$ cat src/rtl/desc_ring_pkg.sv
package desc_ring_pkg;

  typedef enum logic [2:0] {
    SEL_BASE = 3'd0,
    SEL_TAIL = 3'd1,
    SEL_LEN  = 3'd2,
    SEL_SKIP = 3'd3,
    SEL_CTRL = 3'd4
  } cfg_sel_e;

  typedef enum logic [1:0] {
    CH_STOPPED   = 2'd0,
    CH_ACTIVE    = 2'd1,
    CH_SUSPENDED = 2'd2
  } ch_state_e;

endpackage

$ cat src/rtl/desc_ring_cfg.sv
module desc_ring_cfg
  import desc_ring_pkg::*;
#(
  parameter int ADDR_W = 32,
  parameter int LEN_W  = 10,
  parameter int SKIP_W = 3
) (
  input  logic              clk,
  input  logic              rst_n,
  input  logic              we_i,
  input  logic [2:0]        sel_i,
  input  logic [ADDR_W-1:0] wdata_i,
  output logic              wr_base_o,
  output logic              wr_tail_o,
  output logic              wr_ctrl_o,
  output logic [ADDR_W-1:0] base_q,
  output logic [ADDR_W-1:0] tail_q,
  output logic [LEN_W-1:0]  len_q,
  output logic [SKIP_W-1:0] skip_q,
  output logic              start_q
);

  logic wr_len, wr_skip;

  always_comb begin
    wr_base_o = we_i && (sel_i == SEL_BASE);
    wr_tail_o = we_i && (sel_i == SEL_TAIL);
    wr_len    = we_i && (sel_i == SEL_LEN);
    wr_skip   = we_i && (sel_i == SEL_SKIP);
    wr_ctrl_o = we_i && (sel_i == SEL_CTRL);
  end

  always_ff @(posedge clk or negedge rst_n) begin
    if (!rst_n) begin
      base_q  <= '0;
      tail_q  <= '0;
      len_q   <= '0;
      skip_q  <= '0;
      start_q <= 1'b0;
    end else begin
      if (wr_base_o) base_q  <= wdata_i;
      if (wr_tail_o) tail_q  <= wdata_i;
      if (wr_len)    len_q   <= wdata_i[LEN_W-1:0];
      if (wr_skip)   skip_q  <= wdata_i[SKIP_W-1:0];
      if (wr_ctrl_o) start_q <= wdata_i[0];
    end
  end

endmodule

$ cat src/rtl/desc_ring_stride.sv
module desc_ring_stride #(
  parameter int SKIP_W     = 3,
  parameter int BUS_BYTES  = 8,
  parameter int DESC_BYTES = 16,
  parameter int STRIDE_W   = 8
) (
  input  logic [SKIP_W-1:0]   skip_i,
  output logic [STRIDE_W-1:0] stride_o
);

  localparam int BUS_SHIFT = $clog2(BUS_BYTES);
  localparam bit BUS_POW2  = ((BUS_BYTES & (BUS_BYTES - 1)) == 0);

  generate
    if (BUS_POW2) begin : g_shift
      assign stride_o = (STRIDE_W'(skip_i) << BUS_SHIFT) + STRIDE_W'(DESC_BYTES);
    end else begin : g_mul
      assign stride_o = STRIDE_W'(skip_i) * STRIDE_W'(BUS_BYTES) + STRIDE_W'(DESC_BYTES);
    end
  endgenerate

endmodule

$ cat src/rtl/desc_ring_addr.sv
module desc_ring_addr #(
  parameter int ADDR_W   = 32,
  parameter int LEN_W    = 10,
  parameter int STRIDE_W = 8
) (
  input  logic                clk,
  input  logic                rst_n,
  input  logic                load_base_i,
  input  logic [ADDR_W-1:0]   wdata_i,
  input  logic                restart_i,
  input  logic                step_i,
  input  logic [ADDR_W-1:0]   base_i,
  input  logic [LEN_W-1:0]    len_i,
  input  logic [STRIDE_W-1:0] stride_i,
  output logic [ADDR_W-1:0]   step_addr_o,
  output logic [ADDR_W-1:0]   cur_q
);

  logic [LEN_W-1:0]  idx_q, idx_d, idx_step;
  logic [ADDR_W-1:0] cur_d;
  logic              upd_en;

  always_comb begin
    idx_step    = (idx_q >= len_i) ? '0 : idx_q + LEN_W'(1);
    step_addr_o = base_i + ADDR_W'(idx_step) * ADDR_W'(stride_i);
  end

  always_comb begin
    idx_d  = idx_q;
    cur_d  = cur_q;
    upd_en = 1'b0;
    if (load_base_i) begin
      idx_d  = '0;
      cur_d  = wdata_i;
      upd_en = 1'b1;
    end else if (restart_i) begin
      idx_d  = '0;
      cur_d  = base_i;
      upd_en = 1'b1;
    end else if (step_i) begin
      idx_d  = idx_step;
      cur_d  = step_addr_o;
      upd_en = 1'b1;
    end
  end

  always_ff @(posedge clk or negedge rst_n) begin
    if (!rst_n) begin
      idx_q <= '0;
      cur_q <= '0;
    end else if (upd_en) begin
      idx_q <= idx_d;
      cur_q <= cur_d;
    end
  end

  // a base write lands in the current pointer on the next edge
  assert_base_load_R2: assert property (@(posedge clk) disable iff (!rst_n)
    load_base_i |=> (cur_q == $past(wdata_i)));

  // after an advance the index never lies beyond the programmed length
  assert_idx_in_ring_R4: assert property (@(posedge clk) disable iff (!rst_n)
    (step_i && !load_base_i && !restart_i) |=> (idx_q <= $past(len_i)));

endmodule

$ cat src/rtl/desc_ring_ctrl.sv
module desc_ring_ctrl
  import desc_ring_pkg::*;
#(
  parameter int ADDR_W = 32
) (
  input  logic              clk,
  input  logic              rst_n,
  input  logic              we_i,
  input  logic              wr_tail_i,
  input  logic              wr_ctrl_i,
  input  logic [ADDR_W-1:0] wdata_i,
  input  logic              start_q,
  input  logic              step_req_i,
  input  logic [ADDR_W-1:0] cur_i,
  input  logic [ADDR_W-1:0] tail_i,
  input  logic [ADDR_W-1:0] step_addr_i,
  output logic              step_go_o,
  output logic              restart_o,
  output logic              done_q,
  output logic              kick_q,
  output logic              bu_q,
  output ch_state_e         st_q
);

  ch_state_e st_d;
  logic      done_d, kick_d, bu_d;
  logic      tail_differs, hit_now, step_hit;

  always_comb begin
    tail_differs = (wdata_i != cur_i);
    hit_now      = (cur_i == tail_i);
    step_hit     = (step_addr_i == tail_i);
    step_go_o    = step_req_i && !we_i && (st_q == CH_ACTIVE);
    restart_o    = wr_ctrl_i && wdata_i[0] && (st_q == CH_STOPPED);
  end

  always_comb begin
    st_d   = st_q;
    done_d = done_q;
    kick_d = 1'b0;
    bu_d   = 1'b0;
    if (wr_ctrl_i) begin
      if (wdata_i[0]) begin
        done_d = hit_now;
        kick_d = 1'b1;
        if (hit_now) begin
          st_d = CH_SUSPENDED;
          bu_d = 1'b1;
        end else begin
          st_d = CH_ACTIVE;
        end
      end else begin
        st_d = CH_STOPPED;
      end
    end else if (wr_tail_i) begin
      if (tail_differs) done_d = 1'b0;
      if (start_q && (tail_differs || st_q == CH_SUSPENDED)) begin
        kick_d = 1'b1;
        if (tail_differs) begin
          st_d = CH_ACTIVE;
        end else begin
          bu_d = 1'b1;
        end
      end
    end else if (step_go_o) begin
      done_d = step_hit;
      if (step_hit) begin
        st_d = CH_SUSPENDED;
        bu_d = 1'b1;
      end
    end
  end

  always_ff @(posedge clk or negedge rst_n) begin
    if (!rst_n) begin
      st_q   <= CH_STOPPED;
      done_q <= 1'b1;
      kick_q <= 1'b0;
      bu_q   <= 1'b0;
    end else begin
      st_q   <= st_d;
      done_q <= done_d;
      kick_q <= kick_d;
      bu_q   <= bu_d;
    end
  end

  // a kick is only ever issued with the start bit set
  assert_kick_started_R6: assert property (@(posedge clk) disable iff (!rst_n)
    kick_q |-> start_q);

  // a suspended channel always has a finished ring
  assert_susp_done_R5: assert property (@(posedge clk) disable iff (!rst_n)
    (st_q == CH_SUSPENDED) |-> done_q);

  // buffer-unavailable only accompanies the suspended state
  assert_bu_susp_R5: assert property (@(posedge clk) disable iff (!rst_n)
    bu_q |-> (st_q == CH_SUSPENDED));

  // the channel is stopped exactly when the start bit is clear
  assert_stop_start_R9: assert property (@(posedge clk) disable iff (!rst_n)
    (st_q == CH_STOPPED) == !start_q);

  // an advance while not active leaves the pointer still
  assert_step_ignored_R9: assert property (@(posedge clk) disable iff (!rst_n)
    (step_req_i && !we_i && st_q != CH_ACTIVE) |=> $stable(cur_i));

endmodule

$ cat src/rtl/desc_ring_tracker.sv
module desc_ring_tracker
  import desc_ring_pkg::*;
#(
  parameter int ADDR_W     = 32,
  parameter int LEN_W      = 10,
  parameter int SKIP_W     = 3,
  parameter int BUS_BYTES  = 8,
  parameter int DESC_BYTES = 16
) (
  input  logic              clk,
  input  logic              rst_n,
  input  logic              cfg_we,
  input  logic [2:0]        cfg_sel,
  input  logic [ADDR_W-1:0] cfg_wdata,
  input  logic              step_i,
  output logic [ADDR_W-1:0] cur_addr_o,
  output logic              ring_done_o,
  output logic              kick_o,
  output logic              suspended_o,
  output logic              buf_unavail_o
);

  localparam int MAX_STRIDE = ((1 << SKIP_W) - 1) * BUS_BYTES + DESC_BYTES;
  localparam int STRIDE_W   = $clog2(MAX_STRIDE + 1);

  logic [1:0] rst_sync_q;
  logic       rst_core_n;

  always_ff @(posedge clk or negedge rst_n) begin
    if (!rst_n) rst_sync_q <= 2'b00;
    else        rst_sync_q <= {rst_sync_q[0], 1'b1};
  end
  assign rst_core_n = rst_sync_q[1];

  logic                wr_base, wr_tail, wr_ctrl, start_q;
  logic [ADDR_W-1:0]   base_q, tail_q, cur_q, step_addr;
  logic [LEN_W-1:0]    len_q;
  logic [SKIP_W-1:0]   skip_q;
  logic [STRIDE_W-1:0] stride;
  logic                step_go, restart, done_q, kick_q, bu_q;
  ch_state_e           st_q;

  desc_ring_cfg #(.ADDR_W(ADDR_W), .LEN_W(LEN_W), .SKIP_W(SKIP_W)) u_cfg (
    .clk       (clk),
    .rst_n     (rst_core_n),
    .we_i      (cfg_we),
    .sel_i     (cfg_sel),
    .wdata_i   (cfg_wdata),
    .wr_base_o (wr_base),
    .wr_tail_o (wr_tail),
    .wr_ctrl_o (wr_ctrl),
    .base_q    (base_q),
    .tail_q    (tail_q),
    .len_q     (len_q),
    .skip_q    (skip_q),
    .start_q   (start_q)
  );

  desc_ring_stride #(
    .SKIP_W(SKIP_W), .BUS_BYTES(BUS_BYTES), .DESC_BYTES(DESC_BYTES), .STRIDE_W(STRIDE_W)
  ) u_stride (
    .skip_i   (skip_q),
    .stride_o (stride)
  );

  desc_ring_addr #(.ADDR_W(ADDR_W), .LEN_W(LEN_W), .STRIDE_W(STRIDE_W)) u_addr (
    .clk         (clk),
    .rst_n       (rst_core_n),
    .load_base_i (wr_base),
    .wdata_i     (cfg_wdata),
    .restart_i   (restart),
    .step_i      (step_go),
    .base_i      (base_q),
    .len_i       (len_q),
    .stride_i    (stride),
    .step_addr_o (step_addr),
    .cur_q       (cur_q)
  );

  desc_ring_ctrl #(.ADDR_W(ADDR_W)) u_ctrl (
    .clk         (clk),
    .rst_n       (rst_core_n),
    .we_i        (cfg_we),
    .wr_tail_i   (wr_tail),
    .wr_ctrl_i   (wr_ctrl),
    .wdata_i     (cfg_wdata),
    .start_q     (start_q),
    .step_req_i  (step_i),
    .cur_i       (cur_q),
    .tail_i      (tail_q),
    .step_addr_i (step_addr),
    .step_go_o   (step_go),
    .restart_o   (restart),
    .done_q      (done_q),
    .kick_q      (kick_q),
    .bu_q        (bu_q),
    .st_q        (st_q)
  );

  assign cur_addr_o    = cur_q;
  assign ring_done_o   = done_q;
  assign kick_o        = kick_q;
  assign suspended_o   = (st_q == CH_SUSPENDED);
  assign buf_unavail_o = bu_q;

endmodule

$ cat config.mk
export PLATFORM = sky130hd
export DESIGN_NAME = desc_ring_tracker
export DESIGN_NICKNAME = d
export VERILOG_FILES = /design/src/rtl/desc_ring_pkg.sv /design/src/rtl/desc_ring_cfg.sv /design/src/rtl/desc_ring_stride.sv /design/src/rtl/desc_ring_addr.sv /design/src/rtl/desc_ring_ctrl.sv /design/src/rtl/desc_ring_tracker.sv
export SDC_FILE = /design/constraint.sdc
export NUM_CORES = 1
export LEC_CHECK = 0
export BUFFER_PORTS_ARGS = -buffer_cell sky130_fd_sc_hd__buf_2
export CAP_MARGIN = 20
export CORE_ASPECT_RATIO = 1.5
export CORE_UTILIZATION = 57
export CTS_BUF_LIST = sky130_fd_sc_hd__clkbuf_8
export DETAILED_ROUTE_END_ITERATION = 6
export PLACE_DENSITY = 0.8
export SYNTH_ARGS = -nofsm -noshare
export SYNTH_HDL_FRONTEND = slang
export SYNTH_SLANG_ARGS = --single-unit
$ cat constraint.sdc
create_clock -name clk -period 3.7 [get_ports clk]
set_clock_uncertainty 0.2 [all_clocks]
set_input_delay 0.185 -clock clk [delete_from_list [all_inputs] [get_ports clk]]
set_output_delay 0.185 -clock clk [all_outputs]
set_load 0.02 [all_outputs]
==> results.cfg, run 1 <==
[routing]
drtPass1Iterations = 7
drtIter0Drc = 1162
wl_mm = 37.52
viasPerCell = 6.644
drt-wirelength-per-cell_um = 25.97
remaining_drc_errors = 14
ant_nets = 0
num_vias = 9601

[yosys]
synth_edf_count = 0
synth_ff_type = dfrtp_1
syn_area_um2 = 9017
synth_common_cells = nand2_1, dfrtp_1, nor2_1
syn_inst = 978
synth_area_per_cell_um2 = 9.220
yosys_warnings = 0
postSynth.asyncResetShare_pct = 100.0
synth.most_common_cell = nand2_1
syn_nets = 1094
synth_seq_cells = 127
synth_top_area_share_pct = 34.97
yosys.area.top_type = dfrtp_1
ys_seq_area_share_pct = 35.26
synth.distinct_cells = 65
synthTopCellsByArea = dfrtp_1, ha_1, nand2_1

[setup_path]
endpoint_kind = register
path_buf_inv = 5
startpoint = u_addr.idx_q[0]$_DFFE_PN0P_
criticalPathCategory = reg -> reg
worstSetupPathDepth = 31
path_delay_family = compound AO/OA/AOI/OAI gates
cp_data_required_time_ps = 3850
arrival_ps = 7680
setup.worst_path.end = u_ctrl.st_q[1]$_DFFE_PN0P_
r2r-start = u_addr.idx_q[0]$_DFFE_PN0P_
rr_worst_depth = 31
slowest_stage = fa_1
cp-start-kind = register
path_max_fanout = 5
r2r_slack_ps = -3820
r2r_end = u_ctrl.st_q[1]$_DFFE_PN0P_
max_stage_delay_ps = 610

[placed_design]
place.port_buffers = 74
dpl_cell_area_um2 = 10730
gp_congestion = 1.008
dp_hpwl_mm = 21.17
placed_cells_incl_taps = 1349

[global_route]
grt_max_degree = 60
track_usage_pct = 42.32
overflow = 0
antenna_found_initial = 0
grt_pass1_wl_mm = 51.89
grt_pass1_vias = 9751

[cells_and_area]
final_cells = 1445
drive_gt1_share_pct = 36.31
insertedDiodeCount = 0
syn_to_final_growth_pct = 38.63
finalInstanceArea_um2 = 12500
final_nets = 1345

[clock_tree]
cts_tree = yes
clk_transition_reported_paths_ps = 90
numCtsBuffers = 17
htreeDepth = 4
cts.sinks = 127
clock_path_buffers = 2
worstSkewPairLatency_ps = 480
clockRootBuffer = clkbuf_8

[outcome]
violations = DRC, setup timing
status = finished with violations

[floorplan]
fp.dieW_um = 104.7
dieArea_um2 = 16340
pin_count = 75
initial_core_util_pct = 57.97
die_y_um = 156.0
num_rows = 56
core_um2 = 15550

[sta]
finalWorstSetupSlack_ps = -3822
tightest_slew_ps = 1297
rsz0062_at_grt = true
finalSetupViolCount = 31
hold_viol = 0
timing.final.crit_share_pct = 203.3
maxSlewHeadroom_pct = 13.26
max_freq_mhz = 132.9
period_minus_slack_ps = 7522
drv_slew = 0

[flow_run]
drv_cap = 0

[pwr]
p_leak_uw = 0.005712
pwr_density_cell_nw_per_um2 = 489.2
ir_drop_uv = 356.4

[min_path]
hp-class = reg -> reg
## kinds of logic after synthesis
kind of cell | count (synthesis) | synth area share [%]
multiplexers | 44 | 5.453
buffers and inverters | 81 | 3.483
other | 1 | 0.04159
XOR/XNOR | 124 | 12.21
adder cells (fa/ha/maj) | 77 | 12.93
AO/OA/AOI/OAI | 177 | 12.90
AND/OR/NAND/NOR | 347 | 17.72
flip-flops | 127 | 35.26
## registers in the layout (all words and copies together) (netlist names)
| register | count |
|---|---|
| u_ctrl.done_q | 1 |
| u_addr.cur_q | 32 |
| u_cfg.base_q | 32 |
| u_cfg.len_q | 10 |
| u_cfg.tail_q | 32 |
| u_addr.idx_q | 10 |
| u_ctrl.kick_q | 1 |
| u_cfg.start_q | 1 |
| u_ctrl.st_q | 2 |
| u_ctrl.bu_q | 1 |
| rst_sync_q | 2 |
| u_cfg.skip_q | 3 |
## what timing repair did
| item | CTS | global route |
|---|---|---|
| cloned | 1 | 0 |
| setup buffers | 22 | 8 |
| gates resized for setup | 104 | 60 |
| hold buffers | 38 | 0 |
| hold endpoints to repair | 112 | 0 |
| pin swaps | 59 | 32 |
| setup endpoints to repair | 32 | 32 |
## cell usage in the layout (no fill, tap or decap), types with 5 or more instances in the layout
| cell | Yosys | routed |
|---|---|---|
| buf_4 | 0 | 145 |
| mux2_2 | 39 | 39 |
| nor4_1 | 14 | 13 |
| o21ai_0 | 46 | 24 |
| o21ai_1 | 1 | 17 |
| o31ai_1 | 7 | 7 |
| a21oi_2 | 1 | 16 |
| nor3_1 | 35 | 15 |
| nor3_4 | 0 | 5 |
| inv_1 | 31 | 29 |
| a21oi_1 | 47 | 30 |
| ha_4 | 0 | 19 |
| a31oi_1 | 13 | 10 |
| nor2_1 | 65 | 50 |
| ha_1 | 50 | 31 |
| buf_6 | 0 | 18 |
| and3_1 | 8 | 8 |
| xnor2_1 | 64 | 60 |
| buf_2 | 8 | 74 |
| o221ai_2 | 0 | 5 |
| nor2_2 | 0 | 11 |
| dlygate4sd3_1 | 0 | 38 |
| o211ai_1 | 11 | 11 |
| fa_1 | 27 | 24 |
| nand2_2 | 1 | 5 |
| clkbuf_8 | 0 | 18 |
| nor3_2 | 0 | 15 |
| a21o_1 | 5 | 5 |
| dfrtp_1 | 126 | 125 |
| nand2b_1 | 7 | 6 |
| nand2_1 | 151 | 144 |
| nand3_1 | 18 | 16 |
| nand4_1 | 20 | 20 |
| xor2_1 | 59 | 57 |
## stage by stage
stage          power [µW]  TNS (ps)  hold WS, ps  setup WS, ps  util (%)
3_3_place_gp         4110    -72220       -229.3         -3494     68.98
3_5_place_dp         4181    -75730       -227.5         -3658     68.98
4_1_cts              5617    -73810        168.6         -3430     77.93
5_1_grt              6284    -88190        183.1         -4100     80.37
6_report             6115    -81770        162.2         -3822     80.37
2_1_floorplan        3318    -65180       -310.6         -3150         -
## report_power, final
group | internal (µW) | switching (µW) | leakage (µW)
Combinational | 1290 | 1590 | 0.00396
Clock | 491 | 687 | 0.000177
Sequential | 1660 | 402 | 0.00157
Total | 3440 | 2680 | 0.00571
## area by class of cell
class                      count  area, µm²
inverter                      34      127.6
multi-input combinational    770       6454
tap                          203      254.0
fill                         880       3054
timing repair buffer         279       2125
clock buffer                  18      247.7
clock inverter                14      110.1
sequential                   127       3183
## layer usage
layer  wire [µm]  track usage (%)  part of all wire (%)
met4        4354            40.31                    12
met5           0                0                     0
met3        3799            10.15                    10
met2       17550            71.49                    47
met1       11820            42.64                    31
## worst min-delay path by stage
stage / start / end / slack (ps) / cells past startpoint
after floorplan: rst_n / rst_sync_q[0]$_DFF_PN0_ / -310 / 0
after global placement: rst_n / rst_sync_q[0]$_DFF_PN0_ / -230 / 1
after detailed placement: rst_n / rst_sync_q[0]$_DFF_PN0_ / -230 / 1
after CTS: rst_sync_q[0]$_DFF_PN0_ / rst_sync_q[1]$_DFF_PN0_ / 170 / 0
after global routing: rst_sync_q[0]$_DFF_PN0_ / rst_sync_q[1]$_DFF_PN0_ / 180 / 0
final: rst_sync_q[0]$_DFF_PN0_ / rst_sync_q[1]$_DFF_PN0_ / 160 / 0
Power figures use the tool's default switching activity.
==> run 2: changes to the inputs <==
--- a/config.mk
+++ b/config.mk
@@ -8,7 +8,7 @@
 export BUFFER_PORTS_ARGS = -buffer_cell sky130_fd_sc_hd__buf_2
 export CAP_MARGIN = 20
 export CORE_ASPECT_RATIO = 1.5
-export CORE_UTILIZATION = 57
+export CORE_UTILIZATION = 60
 export CTS_BUF_LIST = sky130_fd_sc_hd__clkbuf_8
 export DETAILED_ROUTE_END_ITERATION = 6
 export PLACE_DENSITY = 0.8
==> constraint.sdc (replaced) <==
create_clock -name clk -period 7.5 [get_ports clk]
set_clock_uncertainty 0.2 [all_clocks]
set_input_delay 0.375 -clock clk [delete_from_list [all_inputs] [get_ports clk]]
set_output_delay 0.375 -clock clk [all_outputs]
set_load 0.02 [all_outputs]
==> run 2 against run 1 <==
  * The flow now finishes without violations
  * Final cell count decreased by 10%
  * Flip-flop and latch count unchanged
  * Non-clock buffer count decreased by 139
  * Combinational power decreased by 66%
==> results.cfg, run 2 (synthesis gave the netlist of run 1 again) <==
[outcome]
status = finished, final reports clean

[clock_tree]
worstSkewPairLatency_ps = 450
htreeDepth = 4
clk_transition_reported_paths_ps = 90
clock_path_buffers = 2
cts.sinks = 127
numCtsBuffers = 17
clockRootBuffer = clkbuf_8
cts_tree = yes

[min_path]
min_delay_path_depth = 3
hp-class = in -> reg

[placed_design]
placed_cells_incl_taps = 1239
place.port_buffers = 74
dpl_cell_area_um2 = 9804
dp_hpwl_mm = 19.73
gp_congestion = 0.9939

[routing]
drtPass1Iterations = 7
drtIter0Drc = 570
viasPerCell = 6.210
ant_nets = 0
num_vias = 8067
drt-wirelength-per-cell_um = 20.87
wl_mm = 27.10
remaining_drc_errors = 0

[setup_path]
worstSetupPathDepth = 30
endpoint_kind = register
cp-start-kind = register
slowest_stage = fa_1
cp_data_required_time_ps = 7630
path_delay_family = adder cells
path_buf_inv = 4
cpMostUsedCell = ha_1
max_stage_delay_ps = 510
criticalPathCategory = reg -> reg
path_max_fanout = 6
arrival_ps = 7380
rr_worst_depth = 30

[cells_and_area]
final_cell_mix = nand2_1, dfrtp_1, buf_2, nor2_1, xnor2_1
syn_to_final_growth_pct = 18.25
insertedDiodeCount = 0
finalInstanceArea_um2 = 10660
drive_gt1_share_pct = 22.30
mostFrequentLayoutCell = nand2_1
final_cells = 1299
final_nets = 1206
final_util_pct = 73.06
fill_cells = 1090
largestRegisters = u_addr.cur_q (32), u_cfg.base_q (32), u_cfg.tail_q (32)

[floorplan]
die_y_um = 152.1
pin_count = 75
dieArea_um2 = 15530
core_um2 = 14590
num_rows = 54
initial_core_util_pct = 61.79
fp.dieW_um = 102.1

[pwr]
clockPowerShare_pct = 23.5
pwr_density_cell_nw_per_um2 = 243.3
p_leak_uw = 0.004996
p_comb_share_pct = 37.3
ir_drop_uv = 183.4
power_frac_seq_pct = 39.2
power_switching_uw = 1074
intPower_uw = 1520
switching_share_pct = 41.39

[sta]
timing.final.crit_share_pct = 96.62
maxSlewHeadroom_pct = 33.65
rsz0062_at_grt = true
period_minus_slack_ps = 7246
max_freq_mhz = 138.0
tightest_slew_ps = 995.2
hold_viol = 0
finalSetupViolCount = 0
drv_slew = 0

[global_route]
antenna_found_initial = 0
track_usage_pct = 36.38
grt_pass1_vias = 8208
grt_pass1_wl_mm = 42.46
overflow = 0
grt_max_degree = 76

[flow_run]
drv_cap = 0
## run 2: layout make-up
| type | instances | area, µm² | share of cell area (%) |
|---|---|---|---|
| clock inverters | 14 | 145.1 | 1.361 |
| repair buffers | 140 | 927.1 | 8.695 |
| well taps | 196 | 245.2 | 2.300 |
| clock buffers | 18 | 247.7 | 2.323 |
| flip-flops and latches | 127 | 3183 | 29.85 |
| inverters | 34 | 127.6 | 1.197 |
| multi-input cells | 770 | 5787 | 54.27 |
## run 2: through the flow
| step | worst slack, ps | power [µW] | TNS, ps | hold WS [ps] |
|---|---|---|---|---|
| 4_1_cts | 29.24 | 2534 | 0 | 0.5304 |
| 2_1_floorplan | 164.7 | 1598 | 0 | -120.6 |
| 3_5_place_dp | -216.5 | 1916 | -448.7 | -33.13 |
| 6_report | 253.8 | 2594 | 0 | 14.92 |
| 3_3_place_gp | -24.64 | 1890 | -49.19 | -40.80 |
| 5_1_grt | -60.95 | 2731 | -136.0 | 2.271 |
## run 2: path summary, 6_finish.rpt
| kind | startpoint | slack [ps] | endpoint |
|---|---|---|---|
| worst max-delay path | u_cfg.len_q[0]$_DFFE_PN0P_ | 250 | u_ctrl.st_q[1]$_DFFE_PN0P_ |
| worst min-delay path | cfg_wdata[23] | 10 | u_cfg.base_q[23]$_DFFE_PN0P_ |
| worst max register to register | u_cfg.len_q[0]$_DFFE_PN0P_ | 250 | u_ctrl.st_q[1]$_DFFE_PN0P_ |
| worst min register to register | rst_sync_q[1]$_DFF_PN0_ | 160 | u_cfg.base_q[27]$_DFFE_PN0P_ |
| max in group asynchronous | rst_sync_q[1]$_DFF_PN0_ | 5500 | u_cfg.len_q[7]$_DFFE_PN0P_ |
| min in group asynchronous | rst_n | 30 | rst_sync_q[1]$_DFF_PN0_ |
## run 2: routing by layer
layer  track usage (%)  wire length, µm  vias to the layer above
li1                  -                -                     3640
met1             40.47             9703                     3909
met2             60.72            13830                      390
met3             7.706             1704                      128
met4             25.37             1866                        0
met5                 0                0                        -
## run 2: timing repair
item / 4_1_cts / 5_1_grt
hold buffers: 17 / 1
hold endpoints to repair: 26 / 2
endpoints found under the setup margin: 3 / 4
gates resized for setup: 1 / 40
buffers inserted: 2 / 7
pin swaps: 7 / 28
## run 2: worst reg2reg max path: cells and delay by family (launching register included)
family	cells	cell delay, ps
AO/OA/AOI/OAI	9	1560
adder cells (fa/ha/maj)	7	2340
flip-flops	1	420
buffers and inverters	4	440
AND/OR/NAND/NOR	8	1660
XOR/XNOR	1	160
multiplexers	1	330
## run 2: power groups by stage
stage	registers [µW]	logic, µW	clock network (µW)
after floorplan	1020	577	0
after global placement	1020	872	0
after detailed placement	1020	892	0
after CTS	1010	910	613
after global routing	1040	1050	642
final	1020	968	610
